File: config.mk
export PLATFORM = sky130hd
export DESIGN_NAME = spi_cmd_bridge
export DESIGN_NICKNAME = d
export VERILOG_FILES = /design/src/rtl/spi_bridge_pkg.sv /design/src/rtl/spi_bridge_shift.sv /design/src/rtl/spi_bridge_ctrl.sv /design/src/rtl/spi_cmd_bridge.sv
export SDC_FILE = /design/constraint.sdc
export NUM_CORES = 1
export LEC_CHECK = 0
export ABC_CLOCK_PERIOD_IN_PS = 6500
export BUFFER_PORTS_ARGS = -buffer_cell sky130_fd_sc_hd__buf_2
export CORE_MARGIN = 2
export CORE_UTILIZATION = 38
export CTS_CLUSTER_SIZE = 30
export DETAILED_ROUTE_END_ITERATION = 16
export SLEW_MARGIN = 0
export SYNTH_ARGS = -nofsm -noshare
export SYNTH_HDL_FRONTEND = slang
export SYNTH_HIERARCHICAL = 1
export SYNTH_SLANG_ARGS = --single-unit
export TNS_END_PERCENT = 50
File: constraint.sdc
create_clock -name clk -period 6.5 [get_ports clk]
set_input_delay 0.975 -clock clk [delete_from_list [all_inputs] [get_ports clk]]
set_output_delay 0.975 -clock clk [all_outputs]
set_load 0.02 [all_outputs]
File: src/rtl/spi_bridge_pkg.sv
package spi_bridge_pkg;
  localparam logic [7:0] OP_PWR_OFF  = 8'h02;
  localparam logic [7:0] OP_PWR_ON   = 8'h04;
  localparam logic [7:0] OP_RD_STAT  = 8'h06;
  localparam logic [7:0] OP_WR_STAT  = 8'h08;
  localparam logic [7:0] OP_CFG_RD   = 8'h0A;
  localparam logic [7:0] OP_CFG_WR   = 8'h0C;
  localparam logic [7:0] OP_WR_DATA  = 8'h0E;
  localparam logic [7:0] OP_CFG_TYPE = 8'h10;
  localparam logic [7:0] OP_RD_DATA  = 8'h81;
  localparam logic [7:0] MODE_SINGLE_4B = 8'h04;

  localparam int ST_ON   = 0;
  localparam int ST_CFG  = 1;
  localparam int ST_RDY  = 2;
  localparam int ST_RERR = 3;
  localparam int ST_WERR = 4;
  localparam int ST_FIN  = 5;
  localparam int ST_TMO  = 6;
  localparam int ST_CERR = 7;

  // control -> datapath
  typedef struct packed {
    logic       txLoad;
    logic [7:0] txData;
  } txCmd_t;

  // datapath -> control
  typedef struct packed {
    logic       byteDone;
    logic       frameIdle;
    logic [7:0] rxByte;
  } rxEvt_t;
endpackage

File: src/rtl/spi_bridge_shift.sv
module spi_bridge_shift
  import spi_bridge_pkg::*;
#(
  parameter int SYNC_STAGES = 2
) (
  input  logic   clk,
  input  logic   rstN,
  input  logic   sclk,
  input  logic   csn,
  input  logic   mosi,
  input  txCmd_t txCmd,
  output rxEvt_t rxEvt,
  output logic   miso
);
  localparam int BCW = 3;

  logic [SYNC_STAGES:0]   sclkP;
  logic [SYNC_STAGES-1:0] csnP;
  logic [SYNC_STAGES-1:0] mosiP;
  logic [BCW-1:0] bitCnt;
  logic [7:0] rxSh, txSh, txHold;
  logic sclkRise, sclkFall, idle;

  assign sclkRise = sclkP[SYNC_STAGES-1] & ~sclkP[SYNC_STAGES];
  assign sclkFall = ~sclkP[SYNC_STAGES-1] & sclkP[SYNC_STAGES];
  assign idle     = csnP[SYNC_STAGES-1];
  assign miso     = idle ? 1'b0 : txSh[7];
  assign rxEvt.frameIdle = idle;

  always_ff @(posedge clk) begin
    if (!rstN) begin
      sclkP <= '0;
      csnP  <= '1;
      mosiP <= '0;
    end else begin
      sclkP <= {sclkP[SYNC_STAGES-1:0], sclk};
      csnP  <= {csnP[SYNC_STAGES-2:0], csn};
      mosiP <= {mosiP[SYNC_STAGES-2:0], mosi};
    end
  end

  always_ff @(posedge clk) begin
    if (!rstN) begin
      bitCnt <= '0;
      rxSh   <= '0;
      txSh   <= '0;
      txHold <= '0;
      rxEvt.byteDone <= 1'b0;
      rxEvt.rxByte   <= '0;
    end else begin
      rxEvt.byteDone <= 1'b0;
      if (txCmd.txLoad) txHold <= txCmd.txData;
      if (idle) begin
        bitCnt <= '0;
        rxSh   <= '0;
        txSh   <= '0;
      end else if (sclkRise) begin
        rxSh   <= {rxSh[6:0], mosiP[SYNC_STAGES-1]};
        bitCnt <= bitCnt + 1'b1;
        if (bitCnt == '1) begin
          rxEvt.byteDone <= 1'b1;
          rxEvt.rxByte   <= {rxSh[6:0], mosiP[SYNC_STAGES-1]};
        end
      end else if (sclkFall) begin
        if (bitCnt == '0) txSh <= txHold;
        else              txSh <= {txSh[6:0], 1'b0};
      end
    end
  end
endmodule

File: src/rtl/spi_bridge_ctrl.sv
module spi_bridge_ctrl
  import spi_bridge_pkg::*;
#(
  parameter int AW      = 32,
  parameter int TIMEOUT = 16,
  parameter int MAXLEN  = 65535
) (
  input  logic          clk,
  input  logic          rstN,
  input  rxEvt_t        rxEvt,
  output txCmd_t        txCmd,
  output logic [7:0]    statusQ,
  output logic          busReq,
  output logic          busWe,
  output logic [AW-1:0] busAddr,
  output logic [7:0]    busWdata,
  input  logic [7:0]    busRdata,
  input  logic          busAck
);
  localparam int LW = $clog2(MAXLEN + 1);
  localparam int TW = $clog2(TIMEOUT + 1);
  localparam logic [31:0] LEN_LIMIT = 32'(MAXLEN - 1);

  logic [3:0]    byteIdx;
  logic [7:0]    opcode;
  logic [31:0]   addrSh, lenSh;
  logic          cfgValid, cfgWr, dataOn;
  logic [LW-1:0] cfgLen, rem;
  logic [AW-1:0] cfgAddr, curAddr;
  logic [TW-1:0] tmr;
  logic [7:0]    rx;
  logic [31:0]   lenFull;
  logic          rdDone, statOp;

  assign rx      = rxEvt.rxByte;
  assign lenFull = {rx, lenSh[31:8]};
  assign rdDone  = busReq & busAck & ~busWe;
  assign statOp  = rxEvt.byteDone & ~rxEvt.frameIdle & (byteIdx == 4'd0) & (rx == OP_RD_STAT);

  always_comb begin
    txCmd.txLoad = rdDone | statOp;
    txCmd.txData = rdDone ? busRdata : statusQ;
  end

  always_ff @(posedge clk) begin
    if (!rstN) begin
      statusQ  <= 8'h01;
      byteIdx  <= '0;
      opcode   <= '0;
      addrSh   <= '0;
      lenSh    <= '0;
      cfgValid <= 1'b0;
      cfgWr    <= 1'b0;
      dataOn   <= 1'b0;
      cfgLen   <= '0;
      rem      <= '0;
      cfgAddr  <= '0;
      curAddr  <= '0;
      tmr      <= '0;
      busReq   <= 1'b0;
      busWe    <= 1'b0;
      busAddr  <= '0;
      busWdata <= '0;
    end else begin
      if (busReq) begin
        if (busAck) busReq <= 1'b0;
        else if (tmr == TW'(TIMEOUT - 1)) begin
          busReq           <= 1'b0;
          statusQ[ST_TMO]  <= 1'b1;
          dataOn           <= 1'b0;
          cfgValid         <= 1'b0;
        end else tmr <= tmr + 1'b1;
      end

      if (rxEvt.frameIdle) begin
        byteIdx <= '0;
        dataOn  <= 1'b0;
      end else if (rxEvt.byteDone) begin
        if (byteIdx != '1) byteIdx <= byteIdx + 1'b1;
        if (byteIdx == 4'd0) begin
          opcode <= rx;
          case (rx)
            OP_CFG_RD, OP_CFG_WR: begin
              cfgValid        <= 1'b0;
              cfgWr           <= (rx == OP_CFG_WR);
              statusQ[ST_CFG] <= 1'b0;
              statusQ[ST_RDY] <= 1'b0;
              statusQ[ST_FIN] <= 1'b0;
            end
            OP_PWR_ON:  statusQ[ST_ON] <= 1'b1;
            OP_PWR_OFF: statusQ[ST_ON] <= 1'b0;
            OP_RD_STAT, OP_WR_STAT, OP_CFG_TYPE: ;
            OP_RD_DATA: begin
              if (cfgValid && !cfgWr) begin
                dataOn   <= 1'b1;
                rem      <= cfgLen;
                curAddr  <= cfgAddr;
                busReq   <= 1'b1;
                busWe    <= 1'b0;
                busAddr  <= cfgAddr;
                tmr      <= '0;
              end else statusQ[ST_RERR] <= 1'b1;
            end
            OP_WR_DATA: begin
              if (cfgValid && cfgWr) begin
                dataOn  <= 1'b1;
                rem     <= cfgLen;
                curAddr <= cfgAddr;
              end else statusQ[ST_WERR] <= 1'b1;
            end
            default: statusQ[ST_CERR] <= 1'b1;
          endcase
        end else begin
          case (opcode)
            OP_CFG_RD, OP_CFG_WR: begin
              if (byteIdx <= 4'd4) addrSh <= {rx, addrSh[31:8]};
              else if (byteIdx <= 4'd8) begin
                lenSh <= lenFull;
                if (byteIdx == 4'd8) begin
                  if (lenFull > LEN_LIMIT) statusQ[ST_CERR] <= 1'b1;
                  else begin
                    cfgValid        <= 1'b1;
                    cfgAddr         <= addrSh[AW-1:0];
                    cfgLen          <= lenFull[LW-1:0];
                    statusQ[ST_CFG] <= 1'b1;
                    statusQ[ST_RDY] <= 1'b1;
                  end
                end
              end
            end
            OP_WR_STAT:
              if (byteIdx == 4'd1) statusQ[7:1] <= statusQ[7:1] & ~rx[7:1];
            OP_CFG_TYPE:
              if (byteIdx == 4'd1 && rx != MODE_SINGLE_4B) statusQ[ST_CERR] <= 1'b1;
            OP_WR_DATA: begin
              if (dataOn) begin
                busReq   <= 1'b1;
                busWe    <= 1'b1;
                busAddr  <= curAddr;
                busWdata <= rx;
                tmr      <= '0;
                curAddr  <= curAddr + 1'b1;
                if (rem == '0) begin
                  dataOn          <= 1'b0;
                  cfgValid        <= 1'b0;
                  statusQ[ST_FIN] <= 1'b1;
                end else rem <= rem - 1'b1;
              end
            end
            OP_RD_DATA: begin
              if (dataOn) begin
                if (rem == '0) begin
                  dataOn          <= 1'b0;
                  cfgValid        <= 1'b0;
                  statusQ[ST_FIN] <= 1'b1;
                end else begin
                  rem     <= rem - 1'b1;
                  curAddr <= curAddr + 1'b1;
                  busReq  <= 1'b1;
                  busWe   <= 1'b0;
                  busAddr <= curAddr + 1'b1;
                  tmr     <= '0;
                end
              end
            end
            default: ;
          endcase
        end
      end
    end
  end
endmodule

File: src/rtl/spi_cmd_bridge.sv
module spi_cmd_bridge
  import spi_bridge_pkg::*;
#(
  parameter int AW      = 32,
  parameter int TIMEOUT = 16,
  parameter int MAXLEN  = 65535
) (
  input  logic          clk,
  input  logic          rstN,
  input  logic          spiSclk,
  input  logic          spiCsn,
  input  logic          spiMosi,
  output logic          spiMiso,
  output logic          busReq,
  output logic          busWe,
  output logic [AW-1:0] busAddr,
  output logic [7:0]    busWdata,
  input  logic [7:0]    busRdata,
  input  logic          busAck
);
  txCmd_t     txCmd;
  rxEvt_t     rxEvt;
  logic [7:0] statusQ;

  spi_bridge_shift #(.SYNC_STAGES(2)) u_shift (
    .clk(clk), .rstN(rstN), .sclk(spiSclk), .csn(spiCsn), .mosi(spiMosi),
    .txCmd(txCmd), .rxEvt(rxEvt), .miso(spiMiso)
  );

  spi_bridge_ctrl #(.AW(AW), .TIMEOUT(TIMEOUT), .MAXLEN(MAXLEN)) u_ctrl (
    .clk(clk), .rstN(rstN), .rxEvt(rxEvt), .txCmd(txCmd), .statusQ(statusQ),
    .busReq(busReq), .busWe(busWe), .busAddr(busAddr), .busWdata(busWdata),
    .busRdata(busRdata), .busAck(busAck)
  );
endmodule

==> results.toml <==
[final_layout]
layout_commonest_cell = "nand2_1"
nets = 1550
area_delta_synth_final_pct = 10.8
drive_above_1_share = 0.104
antenna_cells = 0
final_cell_mix = "322 x nand2_1, 264 x dfxtp_1, 192 x a21oi_1"
fill_cells = 3333

[sta]
worst_pin_slew_ns = 1.18
fin_hold_ws_ns = 0.411
max_freq_mhz = 284
fin_worst_skew_ns = 0.0122
period_minus_slack_ns = 3.52
maxSlewHeadroom = 0.209
finalHoldViolations = 0
period_share = 0.542
rsz0062_at_grt = "false"
slew_viol_final = 0
fin_tns_setup_ns = 0
finalSetupViolCount = 0

[logic_synthesis]
synth_warnings = 6
yosysTopAreaCell = "dfxtp_1"
ys_types = 83
synthCells = 1553
avgSynthCellArea_um2 = 8.06
syn_area_um2 = 12500
synthFlopType = "dfxtp_1"
synthTopCellsByArea = "dfxtp_1 42%, nand2_1 9.7%, a21oi_1 7.7%"
ys_ff_latch = 264
synthesis.nets = 1576
ys_async_sr_fraction = 0
ys_seq_area_frac = 0.422
synth_top_area_frac = 0.422
synth_edf_count = 0

[pwr]
finalPower_mw = 3.27
power_density_nw_per_um2 = 236
power_leakage_nw = 4.40
ir_drop_mv = 0.172

[clocking]
numCtsBuffers = 29
clock_tree.root_cell = "clkbuf_16"
cts_resized = 0
htree_levels = 1
cts_buffer_depth = 3
cts_sinks = 264
clkSlewWorstSetupHoldPaths_ns = 0.06
cts_hold_buf = 0
cts_setup_buffers = 0
cts_tree = "built"
clock_latency_ns = 0.55

[die]
design.portCount = 57
dieWidth_um = 185
rows = 66
start_util = 0.386
core-area_um2 = 32500
die_area_um2 = 34400
dieHeight_um = 185

[setup_path]
critPathArrivalTime_ns = 3.96
crit_path_end_kind = "flip-flop"
path_class = "flip-flop to flip-flop"
critPathMaxFanout = 41
cp.required_ns = 6.93
critPathLaunchType = "flip-flop"

[global_route]
overflow = 0
grt_antenna_before_repair = 0
grt_usage = 0.195
grt_pass1_vias = 10300
grt_pass1_wl_mm = 54.7
grt_max_degree = 69

[placed_design]
io_buffers = 56
place_hpwl_mm = 21.5
routabilityCongestion = 0.876

[worst_hold_path]
hp-class = "flip-flop to flip-flop"

[route]
via_per_inst = 5.48
drc_errors = 0
first_pass_iters = 5
drtIter0Drc = 789
wl_mm = 33.4
wl_per_cell_um = 16.8
via_count = 10900
drtAntennaViolNets = 0

[outcome]
status = "completed"

[run]
cap_viol_max_count = 0
==> stage by stage <==
stage / std cells / util / setup slack [ns] / area [µm²]
after CTS: 1987 / 0.427 / 3.02 / 13900
after detailed placement: 1938 / 0.399 / 3.03 / 12900
after floorplan: 1553 / - / 3.87 / 12500
after global routing: 1987 / 0.427 / 2.78 / 13900
final: 1987 / 0.427 / 2.98 / 13900
after global placement: 1938 / 0.399 / 3.15 / 12900
==> final timing paths <==
check | startpoint | end | slack, ns | cells past startpoint
min | u_shift/csnP[0]$_SDFF_PN1_ | u_shift/csnP[1]$_SDFF_PN1_ | 0.41 | 1
min reg2reg | u_shift/csnP[0]$_SDFF_PN1_ | u_shift/csnP[1]$_SDFF_PN1_ | 0.41 | 1
max | u_ctrl/rem[0]$_SDFFE_PN0P_ | u_ctrl/curAddr[0]$_SDFFE_PN0P_ | 2.98 | 9
max reg2reg | u_ctrl/rem[0]$_SDFFE_PN0P_ | u_ctrl/curAddr[0]$_SDFFE_PN0P_ | 2.98 | 9
==> synth_stat cells (10+ instances only) <==
cell type / n
xnor2_1: 20
a31oi_1: 10
dfxtp_1: 264
nand2b_1: 11
a21oi_1: 192
nand4_1: 22
nor2b_1: 24
o32ai_1: 10
nor4_1: 27
buf_2: 20
inv_1: 16
nand3_1: 39
mux2i_1: 61
nand2_1: 322
and2_1: 12
o22ai_1: 12
clkbuf_1: 88
xor2_1: 16
nor3_1: 20
nor2_1: 114
o211ai_1: 14
buf_1: 10
a211o_1: 22
o21ai_0: 23
o31ai_1: 17
==> routing by layer <==
metal,global-route usage,part of all wire,up-vias
li1,-,-,5398
met1,0.258,0.46,5180
met2,0.331,0.47,259
met3,0.0247,0.045,55
met4,0.0638,0.024,0
met5,0,0,-
==> critical path, stage by stage, from the launching register on <==
cell	delay (ns)
dfxtp_1	0.33
inv_1	0.08
ha_1	0.20
nor3b_1	0.43
nand3b_1	0.40
o41a_1	0.56
o211ai_4	0.52
buf_4	0.51
nor2_1	0.10
o221a_1	0.25
==> power by group <==
part / internal (mW) / switching [mW]
registers: 1.62 / 0.00196
logic: 0.00923 / 0.0361
clock network: 0.956 / 0.643
==> layout make-up <==
type | instances | area [µm²] | share of cell area
Clock buffer | 48 | 927 | 0.0669
Clock inverter | 1 | 5.00 | 0.000361
Inverter | 16 | 65.1 | 0.00469
Multi-Input combinational cell | 1144 | 6630 | 0.478
Sequential cell | 264 | 5290 | 0.381
Tap cell | 442 | 553 | 0.0399
Timing Repair Buffer | 72 | 403 | 0.0291
==> kinds of logic after synthesis <==
group                      share of synthesized area
xor gates and xnor gates                      0.0252
and+or+nand+nor                                0.244
AOI/OAI and AO/OA                              0.192
muxes                                         0.0560
DFF                                            0.422
adders and majority gates                    0.00900
buffers and inverters                         0.0513
==> state kept, by name, summed over array words and instances, names as in the netlist, 9 cells and up <==
register / cells
u_ctrl/busAddr: 32
u_ctrl/lenSh: 24
u_ctrl/cfgLen: 16
u_ctrl/cfgAddr: 32
u_ctrl/rem: 16
u_ctrl/addrSh: 32
u_shift/rxEvt: 9
u_ctrl/curAddr: 32
No activity file was read; power rests on OpenSTA's default activity.
